## src/rtl/march_pkg.sv

```systemverilog
package march_pkg;
  localparam int unsigned ELEM_W       = 3;
  localparam int unsigned OP_W         = 2;
  localparam int unsigned OPS_PER_CELL = 14;
  localparam logic [ELEM_W-1:0] LAST_ELEM = 3'd5;

  typedef enum logic [1:0] {ST_IDLE, ST_RUN, ST_DRAIN} state_e;

  function automatic logic elem_down(input logic [ELEM_W-1:0] e);
    return (e == 3'd3) || (e == 3'd4);
  endfunction

  function automatic logic [OP_W-1:0] elem_last_op(input logic [ELEM_W-1:0] e);
    return (e == 3'd0 || e == LAST_ELEM) ? 2'd0 : 2'd2;
  endfunction

  function automatic logic op_write(input logic [ELEM_W-1:0] e, input logic [OP_W-1:0] op);
    return (e == 3'd0) || (op == 2'd1);
  endfunction

  // value read or written by this op; every cell holds the same polarity at element start
  function automatic logic op_pol(input logic [ELEM_W-1:0] e, input logic [OP_W-1:0] op);
    logic base;
    if (e == 3'd0) return 1'b0;
    base = (e == 3'd2) || (e == 3'd4);
    return (op == 2'd0) ? base : ~base;
  endfunction
endpackage

```

## src/rtl/march_seq.sv

```systemverilog
module march_seq
  import march_pkg::*;
#(
  parameter int unsigned ADDR_W = 4
) (
  input  logic              clk_i,
  input  logic              rst_ni,
  input  logic              start_i,
  input  logic              halt_i,
  output logic              clr_o,
  output logic              acc_en_o,
  output logic              acc_we_o,
  output logic              acc_pol_o,
  output logic [ADDR_W-1:0] acc_addr_o,
  output logic              done_o
);
  localparam logic [ADDR_W-1:0] ADDR_MAX = '1;
  localparam logic [ADDR_W-1:0] ADDR_ONE = {{(ADDR_W-1){1'b0}}, 1'b1};

  state_e            state_q;
  logic [ELEM_W-1:0] elem_q, elem_nx;
  logic [OP_W-1:0]   op_q;
  logic [ADDR_W-1:0] addr_q, addr_step, addr_first;
  logic              down, op_end, addr_end, seq_end;

  always_comb begin
    down       = elem_down(elem_q);
    elem_nx    = elem_q + 3'd1;
    op_end     = (op_q == elem_last_op(elem_q));
    addr_end   = down ? (addr_q == '0) : (addr_q == ADDR_MAX);
    seq_end    = op_end && addr_end && (elem_q == LAST_ELEM);
    addr_step  = down ? (addr_q - ADDR_ONE) : (addr_q + ADDR_ONE);
    addr_first = elem_down(elem_nx) ? ADDR_MAX : '0;
  end

  assign clr_o      = (state_q == ST_IDLE) && start_i;
  assign acc_en_o   = (state_q == ST_RUN);
  assign acc_we_o   = (state_q == ST_RUN) && op_write(elem_q, op_q);
  assign acc_pol_o  = op_pol(elem_q, op_q);
  assign acc_addr_o = addr_q;

  always_ff @(posedge clk_i or negedge rst_ni) begin
    if (!rst_ni) begin
      state_q <= ST_IDLE;
      elem_q  <= '0;
      op_q    <= '0;
      addr_q  <= '0;
      done_o  <= 1'b0;
    end else begin
      done_o <= 1'b0;
      unique case (state_q)
        ST_IDLE: if (start_i) begin
          state_q <= ST_RUN;
          elem_q  <= '0;
          op_q    <= '0;
          addr_q  <= '0;
        end
        ST_RUN: begin
          if (seq_end || halt_i) begin
            state_q <= ST_DRAIN;
          end else if (!op_end) begin
            op_q <= op_q + 2'd1;
          end else if (!addr_end) begin
            op_q   <= '0;
            addr_q <= addr_step;
          end else begin
            op_q   <= '0;
            elem_q <= elem_nx;
            addr_q <= addr_first;
          end
        end
        ST_DRAIN: begin
          state_q <= ST_IDLE;
          done_o  <= 1'b1;
        end
        default: state_q <= ST_IDLE;
      endcase
    end
  end
endmodule

```

## src/rtl/march_cmp.sv

```systemverilog
module march_cmp #(
  parameter int unsigned ADDR_W = 4,
  parameter int unsigned DATA_W = 8
) (
  input  logic              clk_i,
  input  logic              rst_ni,
  input  logic              clr_i,
  input  logic              rd_i,
  input  logic              pol_i,
  input  logic [ADDR_W-1:0] addr_i,
  input  logic [DATA_W-1:0] rdata_i,
  output logic              mismatch_o,
  output logic              fail_o,
  output logic [ADDR_W-1:0] fail_addr_o,
  output logic [DATA_W-1:0] fail_exp_o,
  output logic [DATA_W-1:0] fail_rdata_o
);
  logic              rd_vld_q;
  logic [ADDR_W-1:0] rd_addr_q;
  logic [DATA_W-1:0] rd_exp_q;

  assign mismatch_o = rd_vld_q && (rdata_i != rd_exp_q);

  always_ff @(posedge clk_i or negedge rst_ni) begin
    if (!rst_ni) begin
      rd_vld_q  <= 1'b0;
      rd_addr_q <= '0;
      rd_exp_q  <= '0;
    end else begin
      rd_vld_q  <= rd_i;
      rd_addr_q <= addr_i;
      rd_exp_q  <= {DATA_W{pol_i}};
    end
  end

  always_ff @(posedge clk_i or negedge rst_ni) begin
    if (!rst_ni) begin
      fail_o       <= 1'b0;
      fail_addr_o  <= '0;
      fail_exp_o   <= '0;
      fail_rdata_o <= '0;
    end else if (clr_i) begin
      fail_o       <= 1'b0;
      fail_addr_o  <= '0;
      fail_exp_o   <= '0;
      fail_rdata_o <= '0;
    end else if (mismatch_o && !fail_o) begin
      fail_o       <= 1'b1;
      fail_addr_o  <= rd_addr_q;
      fail_exp_o   <= rd_exp_q;
      fail_rdata_o <= rdata_i;
    end
  end
endmodule

```

## src/rtl/march_bist.sv

```systemverilog
module march_bist #(
  parameter int unsigned ADDR_W = 4,
  parameter int unsigned DATA_W = 8
) (
  input  logic              clk_i,
  input  logic              rst_ni,
  input  logic              start_i,
  input  logic              stop_on_fail_i,
  output logic              done_o,
  output logic              fail_o,
  output logic [ADDR_W-1:0] fail_addr_o,
  output logic [DATA_W-1:0] fail_exp_o,
  output logic [DATA_W-1:0] fail_rdata_o,
  output logic              mem_en_o,
  output logic              mem_we_o,
  output logic [ADDR_W-1:0] mem_addr_o,
  output logic [DATA_W-1:0] mem_wdata_o,
  input  logic [DATA_W-1:0] mem_rdata_i
);
  logic clr, pol, mismatch;

  march_seq #(.ADDR_W(ADDR_W)) u_seq (
    .clk_i      (clk_i),
    .rst_ni     (rst_ni),
    .start_i    (start_i),
    .halt_i     (mismatch && stop_on_fail_i),
    .clr_o      (clr),
    .acc_en_o   (mem_en_o),
    .acc_we_o   (mem_we_o),
    .acc_pol_o  (pol),
    .acc_addr_o (mem_addr_o),
    .done_o     (done_o)
  );

  assign mem_wdata_o = {DATA_W{pol}};

  march_cmp #(.ADDR_W(ADDR_W), .DATA_W(DATA_W)) u_cmp (
    .clk_i        (clk_i),
    .rst_ni       (rst_ni),
    .clr_i        (clr),
    .rd_i         (mem_en_o && !mem_we_o),
    .pol_i        (pol),
    .addr_i       (mem_addr_o),
    .rdata_i      (mem_rdata_i),
    .mismatch_o   (mismatch),
    .fail_o       (fail_o),
    .fail_addr_o  (fail_addr_o),
    .fail_exp_o   (fail_exp_o),
    .fail_rdata_o (fail_rdata_o)
  );
endmodule

```

## config.mk

```make
export PLATFORM = sky130hd
export DESIGN_NAME = march_bist
export DESIGN_NICKNAME = d
export VERILOG_FILES = /design/src/rtl/march_pkg.sv /design/src/rtl/march_seq.sv /design/src/rtl/march_cmp.sv /design/src/rtl/march_bist.sv
export SDC_FILE = /design/constraint.sdc
export NUM_CORES = 1
export LEC_CHECK = 0
export BUFFER_PORTS_ARGS = -buffer_cell sky130_fd_sc_hd__buf_2
export CORE_MARGIN = 2
export CORE_UTILIZATION = 45
export CTS_BUF_LIST = sky130_fd_sc_hd__clkbuf_16
export DETAILED_ROUTE_END_ITERATION = 10
export GPL_TIMING_DRIVEN = 0
export PLACE_DENSITY = 0.69
export SETUP_SLACK_MARGIN = 0.15
export SKIP_LAST_GASP = 1
export SLEW_MARGIN = 20
export SYNTH_ARGS = -nofsm -noshare
export SYNTH_HDL_FRONTEND = slang
export SYNTH_HIERARCHICAL = 1
export SYNTH_SLANG_ARGS = --single-unit
```

## constraint.sdc

```tcl
create_clock -name clk_i -period 3.3 [get_ports clk_i]
set_input_delay 0.66 -clock clk_i [delete_from_list [all_inputs] [get_ports clk_i]]
set_output_delay 0.66 -clock clk_i [all_outputs]
set_load 0.01 [all_outputs]
```

# ---- After elaboration in Yosys (flattened, before gate mapping)
# Index checks and enable logic that the tools add are counted.
dict set report totals {
  reg_bits 39
  inputBits 12
  output_inout_bits 36
  elab_cells 94
}
dict set report classes {
  addsub 4
  eq_ne 17
  mux 34
  bitwise 1
  n_reduce_logical 26
}
# operator count
set op_table {}
lappend op_table {{4-bit 2-to-1 mux} 8}
lappend op_table {{8-bit 2-to-1 mux} 4}
lappend op_table {{2-bit 2-to-1 mux} 6}
lappend op_table {{3-bit 2-to-1 mux} 4}
lappend op_table {{3-bit by 2-bit == test with 1-bit output (second input constant)} 3}
lappend op_table {{3-bit == test (second input constant)} 3}
lappend op_table {{1-bit logical AND} 8}
lappend op_table {{1-bit 2-to-1 mux} 8}
lappend op_table {{8-bit inequality test} 1}
lappend op_table {{2-bit one-hot mux with 2 select lines} 2}
lappend op_table {{4-bit one-hot mux with 2 select lines} 1}
lappend op_table {{1-bit logical OR} 6}
lappend op_table {{2-bit by 1-bit inequality test with 1-bit output (second input constant)} 3}
lappend op_table {{3-bit one-hot mux with 2 select lines} 1}
lappend op_table {{5-bit AND reduction} 1}
lappend op_table {{4-bit by 1-bit adder with 4-bit output (second input constant)} 1}
lappend op_table {{2-bit by 1-bit == test with 1-bit output (second input constant)} 2}
lappend op_table {{4-bit == test (second input constant)} 1}
lappend op_table {{2-bit logical NOT} 2}
lappend op_table {{4-bit logical NOT} 1}
lappend op_table {{2-bit inequality test (second input constant)} 2}
lappend op_table {{4-bit AND reduction} 1}
lappend op_table {{2-bit nonzero test} 2}
lappend op_table {{4-bit by 1-bit subtractor with 4-bit output (second input constant)} 1}
lappend op_table {{other kinds (9)} 10}

# ---- Depth between registers and ports, before layout
# Gate-level depths: netlist of run 1.
dict set report depth {
  ltp_word 9
  ltp_mapped 9
  mapped_depth_nobuf 9
}

# ---- Hierarchy
# Netlist of run 1, hierarchy kept.
# mod n_inst cells_each area_each_um2 seq_area_each_um2
set modules_own_cells {}
lappend modules_own_cells {march_seq 1 104 989.7 300.3}
lappend modules_own_cells {march_cmp 1 79 939.7 500.5}
lappend modules_own_cells {march_bist 1 10 80.1 0.0}

# ---- Worst setup path after synthesis of run 1
# Ideal clock, no wire load.
dict set report synth_path {
  path_kind {input -> register}
  start {input port mem_rdata_i[3]}
  end {register u_seq.elem_q[2]}
  setup_time_ps 82
  t_arrival_ps 2625
  required_time_ps 3218
  setup_slack_ps 593
  stages 9
  n_path_buf 0
  cell_sequence {or4_1 -> o41ai_2 -> nor2_1 -> and2_1 -> nor3_1 -> nand2_1 -> nor4_4 -> a21oi_1 -> a31oi_1}
}
dict set report synth_via {
  elab_chain_cells 6
}
# element line_no
set synth_rtl {}
lappend synth_rtl {{start, declared} march_bist.sv:18} ;# input logic [DATA_W-1:0] mem_rdata_i
lappend synth_rtl {{8-bit inequality test} march_cmp.sv:22} ;# assign mismatch_o = rd_vld_q && (rdata_i != rd_exp_q);
lappend synth_rtl {{1-bit logical AND} march_cmp.sv:22}
lappend synth_rtl {{named net mismatch} march_bist.sv:20} ;# logic clr, pol, mismatch;
lappend synth_rtl {{1-bit logical AND} march_bist.sv:26} ;# .halt_i (mismatch && stop_on_fail_i),
lappend synth_rtl {{1-bit logical OR} march_seq.sv:59} ;# if (seq_end || halt_i) begin
lappend synth_rtl {{2-bit inequality test (no line)} n/a}
lappend synth_rtl {{5-bit AND reduction (no line)} n/a}
lappend synth_rtl {{end signal, assigned} march_seq.sv:68} ;# elem_q <= elem_nx;
lappend synth_rtl {{end, declared} march_seq.sv:21} ;# logic [ELEM_W-1:0] elem_q, elem_nx;
# The timed path passes the listed nets, and every way through them passes these cells.
# A chain may end at the register's enable or synchronous reset.

# ---- Worst setup path in the final report of run 1
# Same ends and word-level chain as after synthesis.

==> results of run 1 <==
==> sequential cells by signal (all words and copies together), names as in the netlist <==
register / count
u_cmp/fail_rdata_o: 8
u_seq/done_o: 1
u_cmp/rd_addr_q: 4
u_seq/state_q: 2
u_seq/op_q: 2
u_seq/elem_q: 3
u_cmp/fail_addr_o: 4
u_cmp/fail_exp_o: 1
u_seq/acc_addr_o: 4
u_cmp/rd_exp_q: 1
u_cmp/rd_vld_q: 1
u_cmp/fail_o: 1
==> power by group <==
group / switching, mW / internal, mW / total, mW / leakage [nW]
sequential: 0.0997 / 0.517 / 0.617 / 0.429
clock: 0.153 / 0.273 / 0.426 / 0.0687
combinational: 0.357 / 0.308 / 0.664 / 0.762
total: 0.609 / 1.10 / 1.71 / 1.26
==> cell usage in the layout, fill, tap and decap left out, types with 3 or more instances in the layout <==
| cell | instances |
|---|---|
| o21ai_0 | 5 |
| mux2i_1 | 16 |
| nor2_1 | 9 |
| ha_1 | 9 |
| inv_1 | 12 |
| buf_2 | 47 |
| nand2_1 | 8 |
| dfrtp_1 | 32 |
| clkbuf_16 | 5 |
| buf_4 | 15 |
| a21oi_1 | 5 |
| o21ai_1 | 3 |
| nand2b_1 | 26 |
| clkbuf_1 | 3 |
==> cell type report <==
type | instances | share of cell area (%)
multi-input combinational | 129 | 41.4
sequential | 32 | 32.7
timing repair buffer | 47 | 9.60
buffer | 20 | 5.98
clock buffer | 5 | 5.11
tap | 52 | 2.66
inverter | 12 | 1.94
clock inverter | 3 | 0.613
==> cell families (layout without fill, tap and decap cells) <==
kind of cell / Yosys count / count (layout) / synth area share, %
fa+ha+maj: 10 / 10 / 6.60
simple gates: 62 / 62 / 19.0
buf+inv: 32 / 87 / 9.65
mux: 21 / 21 / 11.2
flops: 32 / 32 / 39.9
xor+xnor: 5 / 5 / 2.55
compound gates: 31 / 31 / 11.1
==> worst paths after layout <==
| kind | to | depth (start not counted) | slack [ps] | from |
|---|---|---|---|---|
| setup / recovery | u_seq/elem_q[2]$_DFFE_PN0P_ | 10 | 530 | mem_rdata_i[3] |
| hold / removal | u_cmp/fail_rdata_o[2]$_DFFE_PN0P_ | 1 | 430 | rst_ni |
| setup reg to reg | u_seq/elem_q[2]$_DFFE_PN0P_ | 9 | 640 | u_cmp/rd_exp_q[0]$_DFF_PN0_ |
| hold reg to reg | u_cmp/fail_addr_o[2]$_DFFE_PN0P_ | 2 | 510 | u_cmp/rd_addr_q[2]$_DFF_PN0_ |
| max in group asynchronous | u_cmp/rd_vld_q$_DFF_PN0_ | 1 | 2410 | rst_ni |
| min in group clk_i | u_cmp/fail_addr_o[2]$_DFFE_PN0P_ | 2 | 510 | u_cmp/rd_addr_q[2]$_DFF_PN0_ |
==> stage by stage <==
step | power, mW | cells | instance area, sq um
floorplan | 1.07 | 193 | 2010
global placement | 1.28 | 292 | 2310
detailed placement | 1.29 | 292 | 2310
CTS | 1.73 | 300 | 2450
global route | 1.83 | 300 | 2450
finish | 1.71 | 300 | 2450
==> metal layers <==
metal	vias up	share of wire, %	wire, um
met5	-	0	0
met4	0	1.6	63
met3	8	6.5	251
met2	47	45	1740
met1	695	47	1790
li1	752	-	-
==> results.txt, run 1 <==
Clock Sinks: 32
overall die width: 70.8 um
post-route ant nets: 0
kind of end point of the critical path: flip-flop
Synth area leader: dfrtp_1
Slew Limit Headroom: 30.3%
via/cell ratio: 5.01
cts hold-fix bufs: 0
Final Skew: 6.03 ps
Clock Root Buffer: clkbuf_16
met1 GRT Util: 20.8%
Mapped Cells: 193
Detail Placement HPWL: 2890 um
cell area power density: 697 nW/um^2
CP delay by family, top: simple AND/OR/NAND/NOR gates
initial cell density of the core: 46.5%
first-pass GRT wire length: 6420 um
post-route clock period utilization: 84.1%
CP max stage cell: or4_1
Syn Area/Cell: 10.4 sq um
worst min path class: primary input to async pin
Syn-to-layout area delta: 21.9%
setup TNS: 0 ps
final WL: 3840 um
gpl congestion: 0.784
Setup WS pre-CTS: 299 ps
Distinct cells, synth: 53
Worst VDD drop: 0.336 mV
setup ws final: 526 ps
largest cells by area after synthesis: dfrtp_1, nand2b_1, mux2i_1
grt met2 use: 25.1%
core area: 4320 sq um
layout cell share with drive strength beyond 1: 35.5%
post-CTS setup repair buffer count: 0
DRT Pass-1 Iters: 6
DR vias: 1,502
Post-Syn Area: 2010 sq um
Synth top cells by count: dfrtp_1, nand2b_1, mux2i_1
std cell rows: 24
Clock Tree Buf Depth: 2
number of setup violations in the final report: 0
Synth top area share: 39.9%
WP buf/inv: 1
WP data required: 3490 ps
CTS tree: built
crit-path cells: buf_2 -> or4_1 -> o41ai_2 -> nor2_1 -> and2_1 -> nor3_1 -> nand2_1 -> nor4_4 -> a21oi_1 -> a31oi_1
worst-skew pair later-pin latency: 270 ps
fin crit period: 2770 ps
fmax: 0.360 GHz
Synth Net Count: 215
largest net degree at the start of global routing: 33
Port Buffer Count: 47
Overall Global Routing Usage: 15.9%
Nets: 269
most frequent cell after synthesis: dfrtp_1
Post-synth EDFFs: 0
peak fanout along the critical path: 6
number of global-route vias before repair: 1,414
busiest layer in global routing: met2
crit path DAT: 2960 ps
status: completed
TritonCTS Buffers: 5
H-tree levels: 2
DR iter-0 viols: 65
final-layout fill cell count: 382
Critical Path Source Type: primary input
register area: 801 sq um
asr flop ratio synth: 100%
leakage dissipation: 1.26 nW
drt wl/cell: 12.8 um
Yosys warning count: 6
# IOs: 48
post-layout util: 56.7%
die height: 70.8 um
Max Slew Vio Count: 0
CP peak stage delay: 530 ps
RSZ-0062 raised after global routing: no
initial antenna violation count: 0
final hold viol count: 0
# DRC: 0
die area: 5020 sq um
WHS: 433 ps
ANT cells: 0
Worst-Margin Slew: 1040 ps
Overflow after GRT: 0
number of gates resized after cts: 0
ys flop type: dfrtp_1
number of synthesized register bits: 32
met3 Use GR: 4.99%
footprint of the multi-input gates: 1010 sq um
maxcap violations: 0
clock slew at reported path FFs: 50 ps
Worst Path Class, Setup: primary input to flip-flop
sequential-to-total area share from yosys stat: 39.9%
Note: power is estimated with default switching activity, not from simulation.
==> inputs of run 2 (changes only) <==
--- a/config.mk
+++ b/config.mk
@@ -11,7 +11,7 @@
 export CTS_BUF_LIST = sky130_fd_sc_hd__clkbuf_16
 export DETAILED_ROUTE_END_ITERATION = 10
 export GPL_TIMING_DRIVEN = 0
-export PLACE_DENSITY = 0.69
+export PLACE_DENSITY = 0.72
 export SETUP_SLACK_MARGIN = 0.15
 export SKIP_LAST_GASP = 1
 export SLEW_MARGIN = 20
==> constraint.sdc (replaced) <==
create_clock -name clk_i -period 2.22 [get_ports clk_i]
set_input_delay 0.444 -clock clk_i [delete_from_list [all_inputs] [get_ports clk_i]]
set_output_delay 0.444 -clock clk_i [all_outputs]
set_load 0.01 [all_outputs]
==> results.txt, run 2 (same netlist as run 1, synthesis figures left out) <==
commonest non-fill, non-tap cell in the layout: buf_2
fmax: 0.410 GHz
fin crit period: 2440 ps
total power: 2.98 mW (+75%)
number of setup violations in the final report: 10 (+10)
post-layout util: 68.3% (+12 points)
initial antenna violation count: 0 (unchanged)
overall die width: 70.8 um (unchanged)
final-layout fill cell count: 319 (-16%)
worst-skew pair later-pin latency: 270 ps (about the same)
die height: 70.8 um (unchanged)
worst min path class: primary input to async pin
Max Slew Vio Count: 0 (unchanged)
Syn-to-layout area delta: 46.9%
worst reg-to-reg setup slack: -220 ps (-860 ps)
Nets: 295 (+9.7%)
most frequent cells in the layout: buf_2, buf_4, dfrtp_1, nand2b_1, mux2i_1
H-tree levels: 2 (unchanged)
Slew Limit Headroom: 52.7% (+22 points)
RSZ-0062 raised after global routing: yes
register area: 802 sq um (+0.16%)
Final Skew: 4.78 ps (-1.26 ps)
ANT cells: 0 (unchanged)
std cell rows: 24 (unchanged)
gpl congestion: 0.790 (+0.75%)
via/cell ratio: 5.22 (+4.3%)
number of global-route vias before repair: 1,664 (+18%)
setup ws final: -216 ps (-742 ps)
layout cell share with drive strength beyond 1: 54.4% (+19 points)
Clock Tree Buf Depth: 2 (unchanged)
clock slew at reported path FFs: 50 ps (about the same)
Clock Sinks: 32 (unchanged)
footprint of the multi-input gates: 1280 sq um (+26%)
core area: 4320 sq um (unchanged)
crit path DAT: 2620 ps (-340 ps)
die area: 5020 sq um (unchanged)
max reg flops: 8 (unchanged)
Port Buffer Count: 47 (unchanged)
leakage dissipation: 1.44 nW (+15%)
Overall Global Routing Usage: 19.8% (+3.9 points)
drt wl/cell: 16.4 um (+28%)
Clock Root Buffer: clkbuf_16
WP data required: 2400 ps (-1090 ps)
Critical Path Source Type: flip-flop
CTS tree: built
maxcap violations: 0 (unchanged)
DR iter-0 viols: 87 (+34%)
Detail Placement HPWL: 2950 um (+2.1%)
DR vias: 1,702 (+13%)
DRT Pass-1 Iters: 4 (-2)
post-route clock period utilization: 110%
Worst VDD drop: 0.587 mV (+74%)
Biggest register: u_cmp/fail_rdata_o
cts hold-fix bufs: 0 (unchanged)
post-route ant nets: 0 (unchanged)
first-pass GRT wire length: 7710 um (+20%)
final hold viol count: 0 (unchanged)
# DRC: 0 (unchanged)
largest net degree at the start of global routing: 33 (unchanged)
cell area power density: 1010 nW/um^2 (+45%)
Worst-Margin Slew: 710 ps (-333 ps)
Worst Path Class, Setup: flip-flop to flip-flop
TritonCTS Buffers: 5 (unchanged)
peak fanout along the critical path: 3 (-3)
final WL: 5350 um (+39%)
initial cell density of the core: 46.5% (unchanged)
failing checks: setup timing
kind of end point of the critical path: flip-flop
Overflow after GRT: 0 (unchanged)
status: finished with violations
# IOs: 48 (unchanged)
## run 2: cell count changes in the layout (fill, tap and decap cells not counted), sizes merged
cell	delta
o22ai	+1
inv	-1
buf	+25
clkinvlp	+1
## run 2: critical path, cell delays in order, from the launching register on
cell,delay [ps]
dfrtp_1,390
or4_4,490
o41ai_4,370
nor2_2,90
and2_4,170
nor3_4,160
nand2_2,110
nor4_4,260
a21oi_2,100
a31oi_2,190
## run 2: worst paths after layout
kind | startpoint | end | cells past startpoint
min reg2reg | u_cmp/rd_addr_q[0]$_DFF_PN0_ | u_cmp/fail_addr_o[0]$_DFFE_PN0P_ | 2
max in group asynchronous | rst_ni | u_seq/op_q[0]$_DFFE_PN0P_ | 1
min in group clk_i | mem_rdata_i[2] | u_cmp/fail_rdata_o[2]$_DFFE_PN0P_ | 3
min | rst_ni | u_cmp/fail_rdata_o[0]$_DFFE_PN0P_ | 1
max | u_cmp/rd_exp_q[0]$_DFF_PN0_ | u_seq/elem_q[2]$_DFFE_PN0P_ | 9
max reg2reg | u_cmp/rd_exp_q[0]$_DFF_PN0_ | u_seq/elem_q[2]$_DFFE_PN0P_ | 9
## run 2: layer usage
| metal | GRT usage, % | vias up | wire length (um) |
|---|---|---|---|
| met4 | 9.22 | 0 | 143 |
| met5 | 0 | - | 0 |
| met1 | 23.8 | 814 | 2160 |
| met3 | 3.85 | 14 | 263 |
| li1 | - | 809 | - |
| met2 | 34.1 | 65 | 2780 |
## run 2: what timing repair did
action / in CTS / in global routing
pin swaps: 14 / 13
setup buffers: 18 / 7
endpoints found under the hold margin: 0 / 0
endpoints found under the setup margin: 31 / 21
gates resized for setup: 24 / 33
gates cloned: 1 / 0
## run 2: power by group
part | switching (mW) | total (mW) | internal (mW)
logic | 0.710 | 1.40 | 0.686
registers | 0.172 | 0.941 | 0.768
clock network | 0.239 | 0.645 | 0.406
## run 2: area by class of cell
| cell class | count | share of cell area, % |
|---|---|---|
| multi-input cells | 130 | 43.2 |
| flip-flops and latches | 32 | 27.2 |
| repair buffers | 72 | 15.8 |
| inverters | 12 | 1.91 |
| plain buffers | 20 | 5.00 |
| clock inverters | 3 | 0.508 |
| well taps | 52 | 2.20 |
| clock buffers | 5 | 4.24 |
## run 2: per-stage QoR
step	hold WS, ps	setup slack (ps)	setup TNS [ps]	instances	instance area [sq um]
6_report	221	-216	-1420	326	2950
5_1_grt	278	-275	-2190	326	2950
3_3_place_gp	478	-403	-2420	292	2340
2_1_floorplan	148	-144	-295	193	2040
4_1_cts	241	-97.5	-305	319	2750
3_5_place_dp	478	-467	-2700	292	2340
==> inputs of run 3 (changes only) <==
--- a/config.mk
+++ b/config.mk
@@ -6,6 +6,7 @@
 export NUM_CORES = 1
 export LEC_CHECK = 0
 export BUFFER_PORTS_ARGS = -buffer_cell sky130_fd_sc_hd__buf_2
+export CORE_ASPECT_RATIO = 1.75
 export CORE_MARGIN = 2
 export CORE_UTILIZATION = 45
 export CTS_BUF_LIST = sky130_fd_sc_hd__clkbuf_16
==> results.txt, run 3 (same netlist as run 1, synthesis figures left out) <==
status: finished with violations
failing checks: setup timing
kind of end point of the critical path: flip-flop
drt wl/cell: 15.5 um (-5.6%)
maxcap violations: 0 (unchanged)
Clock power frac: 22.8% (+1.2 points)
post-layout util: 66.6% (-1.7 points)
CTS tree: built
CP max stage cell: or4_4
DR iter-0 viols: 56 (-36%)
Port Buffer Count: 47 (unchanged)
Worst-Margin Slew: 715 ps (+5.44 ps)
Detail Placement HPWL: 3180 um (+7.8%)
DRT Pass-1 Iters: 4 (unchanged)
max reg flops: 8 (unchanged)
die area: 5040 sq um (+0.42%)
CP peak stage delay: 430 ps (-60 ps)
part of the power in registers: 33.9% (+2.3 points)
cell total after placement: 291 (-0.34%)
Finished Layout Cells: 317 (-2.8%)
Worst VDD drop: 0.838 mV (+43%)
post-route ant nets: 0 (unchanged)
clock slew at reported path FFs: 50 ps (about the same)
leakage dissipation: 1.40 nW (-2.9%)
Clock Sinks: 32 (unchanged)
commonest non-fill, non-tap cell in the layout: buf_2
post-route clock period utilization: 104% (-5.4 points)
initial cell density of the core: 46.0% (-0.43 points)
first-pass GRT wire length: 7800 um (+1.2%)
gpl congestion: 0.892 (+13%)
fmax: 0.432 GHz (+5.2%)
Clock Tree Buf Depth: 2 (unchanged)
worst-skew pair later-pin latency: 270 ps (about the same)
H-tree levels: 2 (unchanged)
Max Slew Vio Count: 0 (unchanged)
# DRC: 0 (unchanged)
Slew Limit Headroom: 52.3% (-0.36 points)
layout cell share with drive strength beyond 1: 51.9% (-2.5 points)
via/cell ratio: 5.21 (-0.18%)
crit-path cells: or4_4 -> o41ai_4 -> nor2_2 -> and2_4 -> nor3_4 -> nand2_2 -> nor4_4 -> a21oi_1 -> a31oi_1
Nets: 288 (-2.4%)
fin crit period: 2320 ps (-121 ps)
Gate power share: 43.3% (-3.5 points)
overall die width: 54.5 um (-23%)
final hold viol count: 0 (unchanged)
number of setup violations in the final report: 3 (-7)
largest net degree at the start of global routing: 33 (unchanged)
Final Skew: 2.65 ps (-2.12 ps)
DP Area: 2340 sq um (+0.16%)
DR vias: 1,652 (-2.9%)
worst min path class: primary input to async pin
internal power: 1.74 mW (-6.5%)
core area: 4360 sq um (+0.93%)
crit path DAT: 2500 ps (-120 ps)
# IOs: 48 (unchanged)
die height: 92.4 um (+30%)
cts hold-fix bufs: 0 (unchanged)
setup ws final: -95.3 ps (+121 ps)
Worst Path Class, Setup: flip-flop to flip-flop
Clock Root Buffer: clkbuf_16
switching share of power: 36.6% (-1.0 points)
Biggest register: u_cmp/fail_rdata_o
TritonCTS Buffers: 5 (unchanged)
ANT cells: 0 (unchanged)
number of global-route vias before repair: 1,691 (+1.6%)
initial antenna violation count: 0 (unchanged)
peak fanout along the critical path: 3 (unchanged)
Syn-to-layout area delta: 44.6%
RSZ-0062 raised after global routing: yes
design area: 2910 sq um (-1.6%)
WHS: 223 ps (+2.77 ps)
WP data required: 2410 ps (about the same)
Overall Global Routing Usage: 21.1% (+1.3 points)
most frequent cells in the layout: buf_2, dfrtp_1, nand2b_1, buf_4, buf_6
Critical Path Source Type: flip-flop
Overflow after GRT: 0 (unchanged)
final WL: 4910 um (-8.2%)
cell area power density: 944 nW/um^2 (-6.5%)
setup TNS: -183 ps (+1240 ps)
P_sw: 1.00 mW (-11%)
std cell rows: 32 (+33%)
## run 3: metrics by stage
| stage | power [mW] | worst slack (ps) |
|---|---|---|
| after floorplan | 1.61 | -144 |
| after global placement | 1.93 | -427 |
| after detailed placement | 1.95 | -456 |
| after CTS | 2.68 | -71.3 |
| after global routing | 2.91 | -213 |
| final | 2.74 | -95.3 |
## run 3: cell type report
cell class / count / area (sq um)
fillers: 344 / 1460
multi-input cells: 130 / 1240
flip-flops and latches: 32 / 803
repair buffers: 65 / 439
plain buffers: 20 / 176
clock buffers: 5 / 125
well taps: 51 / 63.8
inverters: 12 / 47.5
clock inverters: 2 / 8.76
## run 3: critical path, delay by kind of cell, from the launching register on
family | cells | cell delay [ps]
and+or+nand+nor | 6 | 1250
AOI/OAI and AO/OA | 3 | 590
DFF | 1 | 390
## run 3: repair_timing
item | 4_1_cts | 5_1_grt
resized for setup | 37 | 18
setup endpoints to repair | 19 | 19
pin swaps | 17 | 15
setup buffers | 12 | 6
cloned | 1 | 0
## run 3: worst paths after layout
| check | start | to | slack, ps | cells past startpoint |
|---|---|---|---|---|
| worst min-delay path | rst_ni | u_seq/state_q[0]$_DFFE_PN0P_ | 220 | 1 |
| worst min register to register | u_cmp/rd_addr_q[2]$_DFF_PN0_ | u_cmp/fail_addr_o[2]$_DFFE_PN0P_ | 520 | 2 |
| worst max register to register | u_cmp/rd_exp_q[0]$_DFF_PN0_ | u_seq/elem_q[2]$_DFFE_PN0P_ | -100 | 9 |
| min in group clk_i | mem_rdata_i[0] | u_cmp/fail_rdata_o[0]$_DFFE_PN0P_ | 460 | 3 |
| worst max-delay path | u_cmp/rd_exp_q[0]$_DFF_PN0_ | u_seq/elem_q[2]$_DFFE_PN0P_ | -100 | 9 |
| max in group asynchronous | rst_ni | u_seq/elem_q[1]$_DFFE_PN0P_ | 1500 | 1 |
## run 3: power by group through the flow
stage	clock, mW	combinational (mW)	sequential, mW
4_1_cts	0.633	1.12	0.927
6_report	0.626	1.19	0.930
5_1_grt	0.658	1.30	0.959
3_5_place_dp	0	1.03	0.928
3_3_place_gp	0	1.01	0.920
2_1_floorplan	0	0.647	0.966
## run 3: per-layer routing
layer,vias up,routed length (um),track usage [%]
li1,788,-,-
met1,807,1930,24.2
met2,50,2670,37.3
met3,7,204,3.39
met4,0,99,7.29
met5,-,0,0
